## config.mk

```make
export PLATFORM = sky130hd
export DESIGN_NAME = ext_reset_pin_mgr
export DESIGN_NICKNAME = d
export VERILOG_FILES = /design/src/rtl/erpm_pkg.sv /design/src/rtl/erpm_sync.sv /design/src/rtl/erpm_pulse_timer.sv /design/src/rtl/erpm_pin_event.sv /design/src/rtl/ext_reset_pin_mgr.sv
export SDC_FILE = /design/constraint.sdc
export NUM_CORES = 1
export LEC_CHECK = 0
export ABC_AREA = 1
export CAP_MARGIN = 15
export CORE_ASPECT_RATIO = 1.75
export CORE_MARGIN = 3
export CORE_UTILIZATION = 23
export CTS_BUF_LIST = sky130_fd_sc_hd__clkbuf_16
export CTS_CLUSTER_DIAMETER = 120
export DETAILED_ROUTE_END_ITERATION = 6
export DONT_BUFFER_PORTS = 1
export PLACE_DENSITY = 0.37
export SYNTH_ARGS = -nofsm -noshare
export SYNTH_HDL_FRONTEND = slang
export SYNTH_HIERARCHICAL = 1
export SYNTH_SLANG_ARGS = --single-unit
```

## constraint.sdc

```tcl
create_clock -name clk -period 6.43 [get_ports clk]
set_input_delay 1.286 -clock clk [delete_from_list [all_inputs] [get_ports clk]]
set_output_delay 1.286 -clock clk [all_outputs]
set_load 0.05 [all_outputs]
```

## src/rtl/erpm_pkg.sv

```systemverilog
package erpm_pkg;
  localparam int LEN_W = 4;

  typedef struct packed {
    logic             usr_en;
    logic             irq_en;
    logic [LEN_W-1:0] len;
  } mode_t;

  localparam mode_t MODE_RST = '{usr_en: 1'b1, irq_en: 1'b0, len: '0};
endpackage

```

## src/rtl/erpm_sync.sv

```systemverilog
module erpm_sync #(
  parameter int STAGES = 2
) (
  input  logic clk,
  input  logic rst_n,
  input  logic d,
  output logic q
);
  logic [STAGES-1:0] chain;

  generate
    for (genvar i = 0; i < STAGES; i++) begin : g_stage
      if (i == 0) begin : g_first
        always_ff @(posedge clk or negedge rst_n)
          if (!rst_n) chain[0] <= 1'b1;
          else        chain[0] <= d;
      end else begin : g_next
        always_ff @(posedge clk or negedge rst_n)
          if (!rst_n) chain[i] <= 1'b1;
          else        chain[i] <= chain[i-1];
      end
    end
  endgenerate

  assign q = chain[STAGES-1];
endmodule

```

## src/rtl/erpm_pulse_timer.sv

```systemverilog
module erpm_pulse_timer #(
  parameter int LEN_W = 4,
  parameter int CNT_W = (1 << LEN_W) + 1
) (
  input  logic             clk,
  input  logic             rst_n,
  input  logic             start,
  input  logic             start_proc,
  input  logic [LEN_W-1:0] len,
  output logic             active,
  output logic             proc_hold
);
  logic [CNT_W-1:0] cnt;
  logic [CNT_W-1:0] load_val;
  logic [LEN_W:0]   shamt;

  assign shamt    = {1'b0, len} + 1'b1;
  assign load_val = {{(CNT_W-1){1'b0}}, 1'b1} << shamt;
  assign active   = (cnt != '0);

  always_ff @(posedge clk or negedge rst_n) begin
    if (!rst_n) begin
      cnt       <= '0;
      proc_hold <= 1'b0;
    end else if (start) begin
      cnt       <= load_val;
      proc_hold <= start_proc | (active & proc_hold);
    end else if (active) begin
      cnt       <= cnt - 1'b1;
      proc_hold <= (cnt == {{(CNT_W-1){1'b0}}, 1'b1}) ? 1'b0 : proc_hold;
    end
  end


  cnt_dec_chk: assert property (@(posedge clk) disable iff (!rst_n)
    (active && !start) |=> (cnt == $past(cnt) - 1'b1));


  proc_src_chk: assert property (@(posedge clk) disable iff (!rst_n)
    $rose(proc_hold) |-> $past(start_proc));
endmodule

```

## src/rtl/erpm_pin_event.sv

```systemverilog
module erpm_pin_event (
  input  logic clk,
  input  logic rst_n,
  input  logic level,
  input  logic drive,
  input  logic rd,
  output logic sticky,
  output logic low_edge
);
  logic mask;
  logic seen_prev;
  logic seen_low;

  assign seen_low = !level && !mask && !drive;
  assign low_edge = seen_low && !seen_prev;

  always_ff @(posedge clk or negedge rst_n) begin
    if (!rst_n) begin
      mask      <= 1'b0;
      seen_prev <= 1'b0;
      sticky    <= 1'b0;
    end else begin
      if (drive)      mask <= 1'b1;
      else if (level) mask <= 1'b0;
      seen_prev <= seen_low;
      if (seen_low)   sticky <= 1'b1;
      else if (rd)    sticky <= 1'b0;
    end
  end


  sticky_set_chk: assert property (@(posedge clk) disable iff (!rst_n)
    seen_low |=> sticky);


  mask_hold_chk: assert property (@(posedge clk) disable iff (!rst_n)
    $fell(drive) |-> mask);
endmodule

```

## src/rtl/ext_reset_pin_mgr.sv

```systemverilog
module ext_reset_pin_mgr
  import erpm_pkg::*;
#(
  parameter int SYNC_STAGES = 2
) (
  input  logic             clk,
  input  logic             rst_n,
  input  logic             pin_in,
  output logic             pin_drive_low,
  input  logic             mode_we,
  input  logic             mode_usr_en,
  input  logic             mode_irq_en,
  input  logic [LEN_W-1:0] mode_len,
  input  logic             stat_rd,
  output logic             stat_level,
  output logic             stat_event,
  input  logic             rst_req,
  input  logic             rst_req_periph,
  output logic             usr_rst_evt,
  output logic             irq,
  output logic             proc_rst_n,
  output logic             periph_rst_n
);
  localparam int CNT_W = (1 << LEN_W) + 1;

  mode_t mode_q;
  logic  level;
  logic  low_edge;
  logic  usr_trig;
  logic  start;
  logic  active;
  logic  proc_hold;

  always_ff @(posedge clk or negedge rst_n)
    if (!rst_n)       mode_q <= MODE_RST;
    else if (mode_we) mode_q <= '{usr_en: mode_usr_en, irq_en: mode_irq_en, len: mode_len};

  erpm_sync #(.STAGES(SYNC_STAGES)) u_sync (
    .clk(clk), .rst_n(rst_n), .d(pin_in), .q(level)
  );

  erpm_pin_event u_event (
    .clk(clk), .rst_n(rst_n), .level(level), .drive(active),
    .rd(stat_rd), .sticky(stat_event), .low_edge(low_edge)
  );

  assign usr_trig = low_edge && mode_q.usr_en && !mode_q.irq_en;
  assign start    = rst_req || rst_req_periph || usr_trig;

  erpm_pulse_timer #(.LEN_W(LEN_W), .CNT_W(CNT_W)) u_timer (
    .clk(clk), .rst_n(rst_n), .start(start),
    .start_proc(rst_req || usr_trig), .len(mode_q.len),
    .active(active), .proc_hold(proc_hold)
  );

  assign pin_drive_low = active;
  assign stat_level    = level;
  assign usr_rst_evt   = usr_trig;
  assign irq           = stat_event && mode_q.irq_en;
  assign periph_rst_n  = !active;
  assign proc_rst_n    = !(active && proc_hold);


  irq_no_reset_chk: assert property (@(posedge clk) disable iff (!rst_n)
    (low_edge && mode_q.irq_en && !rst_req && !rst_req_periph && !active) |=> !pin_drive_low);
endmodule

```

Word level (Yosys, flattened, before mapping)
Index checks and enable logic that the tools add are counted.
{"block": "totals", "out_inout_bits": 7, "ff_bits": 29, "inputBits": 13, "word_cells": 47}
{"block": "classes", "n_shift": 1, "reduce_logical": 22, "n_eq_ne": 1, "muxes": 9, "n_addsub": 2, "bitwise": 2}
{"operator": "17-bit two-way mux", "n": 2}
{"operator": "17-bit by 1-bit == test with 1-bit output (second input constant)", "n": 1}
{"operator": "17-bit nonzero test", "n": 1}
{"operator": "1-bit by 5-bit left shift with 17-bit output (first input constant)", "n": 1}
{"operator": "17-bit by 1-bit subtractor with 17-bit output (second input constant)", "n": 1}
{"operator": "2-bit nonzero test", "n": 4}
{"operator": "1-bit logical AND", "n": 7}
{"operator": "1-bit two-way mux", "n": 7}
{"operator": "1-bit logical NOT", "n": 6}
{"operator": "4-bit by 1-bit adder with 5-bit output (second input constant)", "n": 1}
{"operator": "1-bit logical OR", "n": 3}
{"operator": "2-bit AND reduction", "n": 1}
{"operator": "1-bit bitwise AND", "n": 1}
{"operator": "1-bit OR", "n": 1}

Longest topological paths before layout
Gate-level depths: netlist of run 1.
{"block": "depth", "word_depth": 9, "depth_mapped": 18, "mapped_depth_nobuf": 17}

Hierarchy
Netlist of run 1, hierarchy kept.
{"mod": "erpm_pulse_timer", "area_each_um2": 1337.5, "cells_per_inst": 200, "n_inst": 1}
{"mod": "ext_reset_pin_mgr", "area_each_um2": 280.3, "cells_per_inst": 35, "n_inst": 1}
{"mod": "erpm_pin_event", "area_each_um2": 120.1, "cells_per_inst": 12, "n_inst": 1}
{"mod": "erpm_sync", "area_each_um2": 52.6, "cells_per_inst": 2, "n_inst": 1}

Worst setup path before layout of run 1
Ideal clock, no wire load.
{"block": "synth_path", "kind": "reg-to-output", "start": "register u_timer.cnt[0]", "end": "output usr_rst_evt", "path_stages_with_launch": 12, "t_arrival_ns": 1.855, "path_slack_ns": 3.289, "t_required_ns": 5.144, "path_cell_list": "dfrtp_1 -> inv_1 -> ha_1 -> nand2_2 -> nor2_4 -> nand3_4 -> buf_6 -> nor2_2 -> nand2_2 -> nor2_2 -> nand3_1 -> inv_1"}
{"block": "synth_via", "elab_chain_cells": 6}
{"element": "from (decl)", "line": "erpm_pulse_timer.sv:13", "rtl": "logic [CNT_W-1:0] cnt;"}
{"element": "from (signal assigned)", "line": "erpm_pulse_timer.sv:26", "rtl": "cnt <= load_val;"}
{"element": "from (signal assigned)", "line": "erpm_pulse_timer.sv:29", "rtl": "cnt <= cnt - 1'b1;"}
{"element": "17-bit nonzero test", "line": "erpm_pulse_timer.sv:19", "rtl": "assign active = (cnt != '0);"}
{"element": "via pin_drive_low", "line": "ext_reset_pin_mgr.sv:9", "rtl": "output logic pin_drive_low,"}
{"element": "1-bit logical NOT", "line": "erpm_pin_event.sv:14", "rtl": "assign seen_low = !level && !mask && !drive;"}
{"element": "1-bit logical AND", "line": "erpm_pin_event.sv:14"}
{"element": "1-bit logical AND", "line": "erpm_pin_event.sv:15", "rtl": "assign low_edge = seen_low && !seen_prev;"}
{"element": "via low_edge", "line": "ext_reset_pin_mgr.sv:28", "rtl": "logic low_edge;"}
{"element": "1-bit logical AND (2 in a row)", "line": "ext_reset_pin_mgr.sv:47", "rtl": "assign usr_trig = low_edge && mode_q.usr_en && !mode_q.irq_en;"}
{"element": "to (decl)", "line": "ext_reset_pin_mgr.sv:19", "rtl": "output logic usr_rst_evt,"}
The timed path passes the listed nets, and every way through them passes these cells.

Final worst setup path of run 1
Same ends and word-level chain as after synthesis.

==> impl_summary.md, run 1 <==
Outcome
The flow ran to the end, and the final reports show no timing, DRC or antenna violations.

Setup path
The arrival time of the worst setup path is 2.41 ns. STA classifies the critical path endpoint as an output pin. The kind of start point of the critical path is a register. The worst setup path is of the reg -> out kind.

For this run, the slowest stage of the critical path takes 0.37 ns. Of all nets on the critical path, the largest fanout is 15. Traced cell by cell, the critical path runs through inv_1 > ha_1 > nand2_2 > nor2_4 > nand3_4 > nor2_2 > nand2_2 > nor2_2 > nand3_1 > inv_1.

The critical path's slowest cell is sky130_fd_sc_hd__dfrtp_1. The required arrival time at the worst endpoint is 5.14 ns.

Final layout
The final core utilization is 26.36%. The number of antenna diodes is 0. The final instance area is 0.001994 sq mm. The share of post-route cells with drive strength above 1 is 11.11%. Compared with the post-synthesis result, the final layout area differs by 11.39%. The final net count is 266. The finished layout holds 340 standard cells, fillers aside.

CTS
Clock tree synthesis inserted a total of 5 buffers. The tree is rooted in a sky130_fd_sc_hd__clkbuf_16. The clock latency at the later pin of the worst-skew pair is 0.27 ns. The clock-pin slew reported for the worst setup and hold paths after clock tree synthesis is 0.05 ns.

In this run the number of H-tree levels came out at 2. CTS saw 29 sinks. For this design, the CTS-stage hold fixing added 0 buffers. No sink is reached through more buffers than the 2 on the longest clock path. The clock tree from TritonCTS is built. Gates resized during post-CTS repair numbered 0. The number of buffers inserted to repair setup after CTS is 0.

Global routing
The first global-routing pass estimated 8.128 mm of wire. The initial antenna violation count is 0. Global routing used 12.39% of the available tracks across all layers. The number of global-route vias before repair is 1597. Entering global routing, the biggest net connects 30 pins. Summed over all layers, the global routing overflow is 0.

Pwr
The leakage power summed over all cells is 1.026 nW. In this run switching power makes up 41.49% of total power. Cell internal power was estimated by the tool at 0.4320 mW. The sequential power share is 32.8%. Summed over all nets, the switching power comes to 0.3063 mW. The part of the total power dissipated in the clock network is 29.2%. For this design the ratio of total power to cell area is 370.2 mW/mm^2. Summing internal, switching and leakage power gives 0.7383 mW.

The fraction of power consumed by combinational cells is 38.0%. The worst IR drop on VDD is 233.5 uV.

Floorplan
The row count is 42. The die covers 0.008921 sq mm. The initial standard-cell utilization of the core is 23.66%. The chip width is 72.70 um. In this run the vertical extent of the chip is 122.7 um. The total I/O pin count is 20. The core area is 0.007567 sq mm.

Routing
The post-detailed-route wirelength per cell is 14.85 um. The first detailed-routing pass ran for 4 iterations. The detail-routed via count per cell is 4.541. The total wire length after detailed routing is 5.050 mm. The first routing iteration left 52 violations. The remaining number of nets flagged by the antenna check after routing is 0. Summing over every cut layer, the via total after detailed routing is 1544. The DRC violation count after routing is 0.

Flow run
The number of maximum-capacitance violations is 0.

STA
The setup violation total in the final timing report is 0. Across the routed clock network, the largest skew measured is 0.003187 ns. The max-slew violation count is 0. After routing, the total negative slack on setup checks comes to 0 ns. The slew at the pin with the worst max-slew slack is 0.5211 ns. The final count of hold timing violations is 0. Setup repair after global routing left no endpoint under its margin.

Of the available clock period, the critical path in the final layout requires 57.52%. The worst path in the final design needs a cycle of 3.698 ns, including I/O delays and setup. Timing would allow up to 0.2704 GHz. Across all hold checks on the routed design, the worst slack comes to 0.3533 ns. The final worst setup slack is 2.732 ns. The worst pin sits at a relative slew slack of 65.26%.

Place
The count of buffers added on input and output ports is 0. Routability-driven placement finished with a final weighted congestion of 0.8315. The post-placement worst setup slack is 2.995 ns. The total half-perimeter wirelength after legalization and detailed placement is 3.937 mm. The cell area reported after detailed placement is 0.001858 sq mm. The total placed cells including tap cells is 332.

Yosys
The number of distinct library cell variants in the gate-level netlist after synthesis is 31. The warning count from the yosys run is 6. Summed over its instances, the top area cell type makes up 36.34% of the synthesized netlist area. The number of nets in the synthesized netlist is 264. The count of mapped cells out of synthesis is 249.

In the post-synthesis netlist, the biggest area contributors are sky130_fd_sc_hd__dfrtp_1, sky130_fd_sc_hd__nand2_1, sky130_fd_sc_hd__inv_1, sky130_fd_sc_hd__nand3_1, sky130_fd_sc_hd__nor2_1. The mean cell area of the mapped netlist is 7.191 sq um. Summing every instance area after synthesis gives 0.001790 sq mm. The number of register bits inferred by synthesis is 29. Of the synthesized area, sequential elements account for 40.74%.

The leading area contributor after synthesis is sky130_fd_sc_hd__dfrtp_1.

Hold path
The path category of the worst min-delay check is reg -> reg.
## worst paths after layout
kind	from	end	slack, ns	depth (start not counted)
max	u_timer/cnt[0]$_DFFE_PN0P_	usr_rst_evt	2.73	10
min	u_sync/chain[0]$_DFF_PN1_	u_sync/q$_DFF_PN1_	0.35	0
max reg2reg	u_timer/cnt[0]$_DFFE_PN0P_	u_timer/cnt[9]$_DFFE_PN0P_	3.24	16
min reg2reg	u_sync/chain[0]$_DFF_PN1_	u_sync/q$_DFF_PN1_	0.35	0
max in group asynchronous	rst_n	u_sync/q$_DFF_PN1_	5.54	0
min in group asynchronous	rst_n	u_timer/cnt[15]$_DFFE_PN0P_	0.71	0
## cell usage after synthesis
master / count
sky130_fd_sc_hd__nand4_1: 2
sky130_fd_sc_hd__inv_1: 37
sky130_fd_sc_hd__o22ai_1: 1
sky130_fd_sc_hd__o21ai_1: 5
sky130_fd_sc_hd__nor2_2: 6
sky130_fd_sc_hd__o21bai_1: 1
sky130_fd_sc_hd__nand2_2: 3
sky130_fd_sc_hd__nand2_1: 69
sky130_fd_sc_hd__nor2_1: 28
sky130_fd_sc_hd__o21ai_0: 5
sky130_fd_sc_hd__nand3_4: 1
sky130_fd_sc_hd__xor2_1: 2
sky130_fd_sc_hd__clkbuf_1: 1
sky130_fd_sc_hd__nor3_1: 5
sky130_fd_sc_hd__o32ai_1: 1
sky130_fd_sc_hd__nand3_2: 1
sky130_fd_sc_hd__a21oi_1: 7
sky130_fd_sc_hd__dfstp_2: 3
sky130_fd_sc_hd__a22oi_1: 1
sky130_fd_sc_hd__xnor2_1: 2
sky130_fd_sc_hd__o21ai_2: 3
sky130_fd_sc_hd__ha_1: 2
sky130_fd_sc_hd__buf_6: 3
sky130_fd_sc_hd__nand3_1: 24
sky130_fd_sc_hd__and2_1: 1
sky130_fd_sc_hd__buf_2: 1
sky130_fd_sc_hd__a21boi_0: 1
sky130_fd_sc_hd__inv_2: 2
sky130_fd_sc_hd__nor2_4: 4
sky130_fd_sc_hd__dfrtp_1: 26
sky130_fd_sc_hd__nor4_1: 1
## worst max-delay path: cells and delay by family (launching register included)
family,cells,cell delay [ns]
adders and majority gates,1,0.21
buffers and inverters,2,0.45
DFF,1,0.37
and+or+nand+nor,7,1.09
## area by class of cell
class	count	area, sq um
Fill cell	869	5573
Clock inverter	3	11.26
Inverter	39	146.4
Multi-Input combinational cell	176	872.1
Clock buffer	5	125.1
Tap cell	88	110.1
Sequential cell	29	729.5
## cells by family (layout without fill, tap and decap cells)
family          Yosys count  after routing  share of synthesized area (%)
simple gates            145            145                          37.04
buf+inv                  44             47                          10.55
flops                    29             29                          40.74
compound gates           25             25                          8.316
xor+xnor                  4              4                          1.957
fa+ha+maj                 2              2                          1.397
## state kept, by name, summed over array words and instances (netlist names)
| register | cells |
|---|---|
| u_sync/q | 1 |
| mode_q | 6 |
| u_event/seen_prev | 1 |
| u_timer/cnt | 17 |
| u_event/mask | 1 |
| u_event/sticky | 1 |
| u_timer/proc_hold | 1 |
| u_sync/chain | 1 |
## routing by layer
metal	vias to the layer above	part of all wire [%]	track usage (%)
li1	781	-	-
met1	722	35	11.62
met2	34	60	24.77
met3	7	2.8	2.213
met4	0	2.4	5.543
met5	-	0	0
## layout by cell type (no fill, tap or decap), types with 3 or more instances in the layout
cell                        count
sky130_fd_sc_hd__a21oi_1        7
sky130_fd_sc_hd__clkbuf_16      5
sky130_fd_sc_hd__dfrtp_1       26
sky130_fd_sc_hd__dfstp_2        3
sky130_fd_sc_hd__inv_1         40
sky130_fd_sc_hd__nand2_1       69
sky130_fd_sc_hd__nand2_2        3
sky130_fd_sc_hd__nand3_1       24
sky130_fd_sc_hd__nor2_1        28
sky130_fd_sc_hd__nor2_2         6
sky130_fd_sc_hd__nor2_4         4
sky130_fd_sc_hd__nor3_1         5
sky130_fd_sc_hd__o21ai_0        5
sky130_fd_sc_hd__o21ai_1        5
sky130_fd_sc_hd__o21ai_2        3
## power groups by stage
stage,sequential [mW],combinational [mW],clock [mW]
final,0.242,0.280,0.216
after global routing,0.246,0.320,0.230
after CTS,0.243,0.287,0.224
after detailed placement,0.245,0.286,0
after global placement,0.246,0.288,0
after floorplan,0.236,0.237,0
(Power assumes the default switching activity.)
==> run 2: changes to the inputs <==
--- a/config.mk
+++ b/config.mk
@@ -14,7 +14,7 @@
 export CTS_CLUSTER_DIAMETER = 120
 export DETAILED_ROUTE_END_ITERATION = 6
 export DONT_BUFFER_PORTS = 1
-export PLACE_DENSITY = 0.37
+export PLACE_DENSITY = 0.38
 export SYNTH_ARGS = -nofsm -noshare
 export SYNTH_HDL_FRONTEND = slang
 export SYNTH_HIERARCHICAL = 1
==> constraint.sdc (replaced) <==
create_clock -name clk -period 3.1 [get_ports clk]
set_input_delay 0.62 -clock clk [delete_from_list [all_inputs] [get_ports clk]]
set_output_delay 0.62 -clock clk [all_outputs]
set_load 0.05 [all_outputs]
==> run 2 against run 1 <==
Core utilization grew 0.33 points. Clock skew decreased by 0.0013 ns. Wire length down 0.36%. Sequential share of layout area down 0.45 points. Hold slack worse by 0.32 ns. Sequential power rose by 110%. Via count is 1.1% lower. First-iteration DRC count fell by 31%. Cell area grew 1.3%.
==> impl_summary.md, run 2 (same netlist as run 1, synthesis figures left out) <==
Outcome
The run finished with clean final reports.

Setup path
The family with the most delay on the worst path is simple AND/OR/NAND/NOR gates. The number of gates on the worst path with buffers counted is 10. Measured in cells, the most critical reg-to-reg path has a length of 16. The longest individual stage delay on the worst path is 0.37 ns. The arrival time of the worst setup path is 2.07 ns. The maximum net fanout on the critical path is 5. The critical path's slowest cell is sky130_fd_sc_hd__dfrtp_1. Together, buffers and inverters on the worst path number 2. The critical path start-end classification is reg -> out. The kind of start point of the critical path is a register. At the worst endpoint, the required time is 2.48 ns. The endpoint class of the critical path is an output pin. Walking the worst path, the cells encountered are inv_1 > ha_1 > nand2_2 > nor2_4 > nand3_4 > nor2_2 > nand2_2 > nor2_2 > nand3_1 > inv_1.

STA
The share of the clock period used by the worst path is 86.64%. The setup TNS after final layout is 0 ns. The routed design could run at a clock period as short as 2.686 ns. The worst relative slew slack is 65.89%. Clock skew on the completed layout was measured at 0.001921 ns. The max-slew violation count was 0. For the pin with the worst max-slew slack, the measured transition is 0.5117 ns. Derived from the worst setup path, the maximum achievable clock frequency is 0.3723 GHz. Setup slack closes at 0.4141 ns.

Setup violations remaining at the end of the flow were counted as 0. The final count of hold timing violations is 0. Setup repair after global routing left no endpoint under its margin.

Place
Routability-driven placement finished with a final weighted congestion of 0.7842. The total half-perimeter wirelength after legalization and detailed placement is 3.981 mm. During placement, the flow inserted port buffers numbering 0. Prior to clock tree synthesis, the placed netlist has a worst setup slack of 0.6371 ns.

CTS
The largest buffer count on any clock path is 2. The TritonCTS buffer count is 5. After clock tree synthesis, the clock-pin slew on the worst setup and hold paths is 0.05 ns. The number of H-tree levels is 2. The library cell used as clock root buffer is sky130_fd_sc_hd__clkbuf_16.

Counting every sink on the clock net gives 29. Post-CTS timing repair inserted 0 buffers for setup. TritonCTS built the clock tree.

The later pin in the worst-skew pair is clocked with a latency of 0.27 ns. The cts-stage hold buffer count is 0. The post-cts gate resize count is 0.

Final layout
The library cell used most frequently in the layout, excluding fill and tap cells, is sky130_fd_sc_hd__nand2_1. More flip-flops sit in one register than any other, and that register is u_timer/cnt. 0 antenna diodes ended up in the layout. The share of post-route cells with drive strength above 1 is 12.94%. The fill cell total of the finished layout is 871.

In the layout the commonest cells are sky130_fd_sc_hd__nand2_1, sky130_fd_sc_hd__inv_1, sky130_fd_sc_hd__nor2_1. The number of flip-flops in the largest register is 17. The area of the multi-input gates is 872.1 sq um. The area growth from synthesis to layout is 12.79%.

The sequential cells in the finished layout cover a total of 729.5 sq um. The largest registers in the layout are u_timer/cnt (17), mode_q (6). The final net count is 269.

Global routing
For met2 alone, demand over resource in global routing was 25.17%. For this run the aggregate overflow at the end of global routing stands at 0. For this run, global-route usage on met1 was measured as 11.20%.

After global routing, the most crowded layer is met2. The initial antenna violation count came to 0. The global-route wire length before repair is 8.052 mm. Entering global routing, the biggest net connects 30 pins. The met3 track utilization from global routing is 2.459%.

The total global-route track usage is 12.32%. The number of global-route vias before repair is 1573.

Floorplan
The total I/O pin count is 20. The die height is 122.7 um. The chip width is 72.70 um.

The region available for standard cell placement spans 0.007567 sq mm. The floorplan has 42 rows. Once the floorplan was initialized, standard cells occupied 23.66% of the core. The floorplan step defined a die boundary enclosing 0.008921 sq mm.

Routing
The total number of vias is 1527. The detail-routed via count per cell is 4.452. The remaining number of nets flagged by the antenna check after routing is 0.

The number of DRC markers after the initial detailed-route iteration is 36. The number of iterations in the first detailed-routing pass is 4. The DRC violation count after routing is 0.

Summed over all layers, the routed wires come to 5.032 mm. In the final routed layout, each cell accounts on average for 14.67 um.

Pwr
The leakage power summed over all cells is 1.037 nW. The power density over the cells is 771.9 mW/mm^2. Across the VDD grid, the largest voltage drop is 404.0 uV.

Flow run
The number of maximum-capacitance violations is 0.

Hold path
In this run the worst hold path is classified as in -> async.
-- run 2: cell types whose count changed in the layout (fill, tap and decap cells not counted), sizes merged --
| cell | change |
|---|---|
| inv | -2 |
| buf | +3 |
| clkinv | +2 |
-- run 2: where the power goes --
part	switching, mW	total, mW	internal, mW
sequential	0.0670	0.504	0.437
clock	0.169	0.459	0.291
combinational	0.416	0.596	0.179
total	0.652	1.56	0.907
-- run 2: final timing paths --
| kind | from | endpoint | slack [ns] |
|---|---|---|---|
| min in group clk | pin_in | u_sync/chain[0]$_DFF_PN1_ | 0.34 |
| min reg2reg | u_sync/chain[0]$_DFF_PN1_ | u_sync/q$_DFF_PN1_ | 0.36 |
| max reg2reg | u_timer/cnt[0]$_DFFE_PN0P_ | u_timer/cnt[9]$_DFFE_PN0P_ | 0.61 |
| max in group asynchronous | rst_n | u_sync/q$_DFF_PN1_ | 2.88 |
| max | u_timer/cnt[0]$_DFFE_PN0P_ | usr_rst_evt | 0.41 |
| min | rst_n | u_timer/cnt[5]$_DFFE_PN0P_ | 0.04 |
-- run 2: final cells by class --
type	count	share of cell area (%)
well taps	88	5.452
repair buffers	3	1.115
inverters	39	7.249
flip-flops and latches	29	36.12
clock buffers	5	6.196
multi-input cells	176	43.18
clock inverters	3	0.6815
-- run 2: metrics by stage --
step / utilization (%) / power [mW] / cells / area [sq um] / hold WS, ns
after global routing: 26.69 / 1.667 / 343 / 2019 / 0.02661
after global placement: 24.85 / 1.123 / 335 / 1881 / 0.3253
after CTS: 26.69 / 1.587 / 343 / 2019 / 0.02909
final: 26.69 / 1.559 / 343 / 2019 / 0.03779
after floorplan: - / 0.9811 / 249 / 1790 / 0.3244
after detailed placement: 24.85 / 1.116 / 335 / 1881 / 0.3257
-- run 2: worst register-to-register path, cell delays in order (launching register included) --
cell                      delay [ns]
sky130_fd_sc_hd__dfrtp_1        0.37
sky130_fd_sc_hd__inv_1          0.11
sky130_fd_sc_hd__ha_1           0.22
sky130_fd_sc_hd__nand2_2        0.11
sky130_fd_sc_hd__nor2_4         0.20
sky130_fd_sc_hd__nand3_4        0.09
sky130_fd_sc_hd__nor2_2         0.09
sky130_fd_sc_hd__nand2_2        0.07
sky130_fd_sc_hd__nor2_2         0.08
sky130_fd_sc_hd__nand3_1        0.11
sky130_fd_sc_hd__nand2_1        0.11
sky130_fd_sc_hd__inv_2          0.15
sky130_fd_sc_hd__nor2_1         0.25
sky130_fd_sc_hd__nand2_1        0.14
sky130_fd_sc_hd__o21ai_0        0.20
sky130_fd_sc_hd__nand2_1        0.07
sky130_fd_sc_hd__nand2_1        0.07
-- run 2: layer usage --
metal / vias up / wire [um]
li1: 790 / -
met1: 701 / 1803
met2: 32 / 3023
met3: 4 / 137
met4: 0 / 68
met5: - / 0
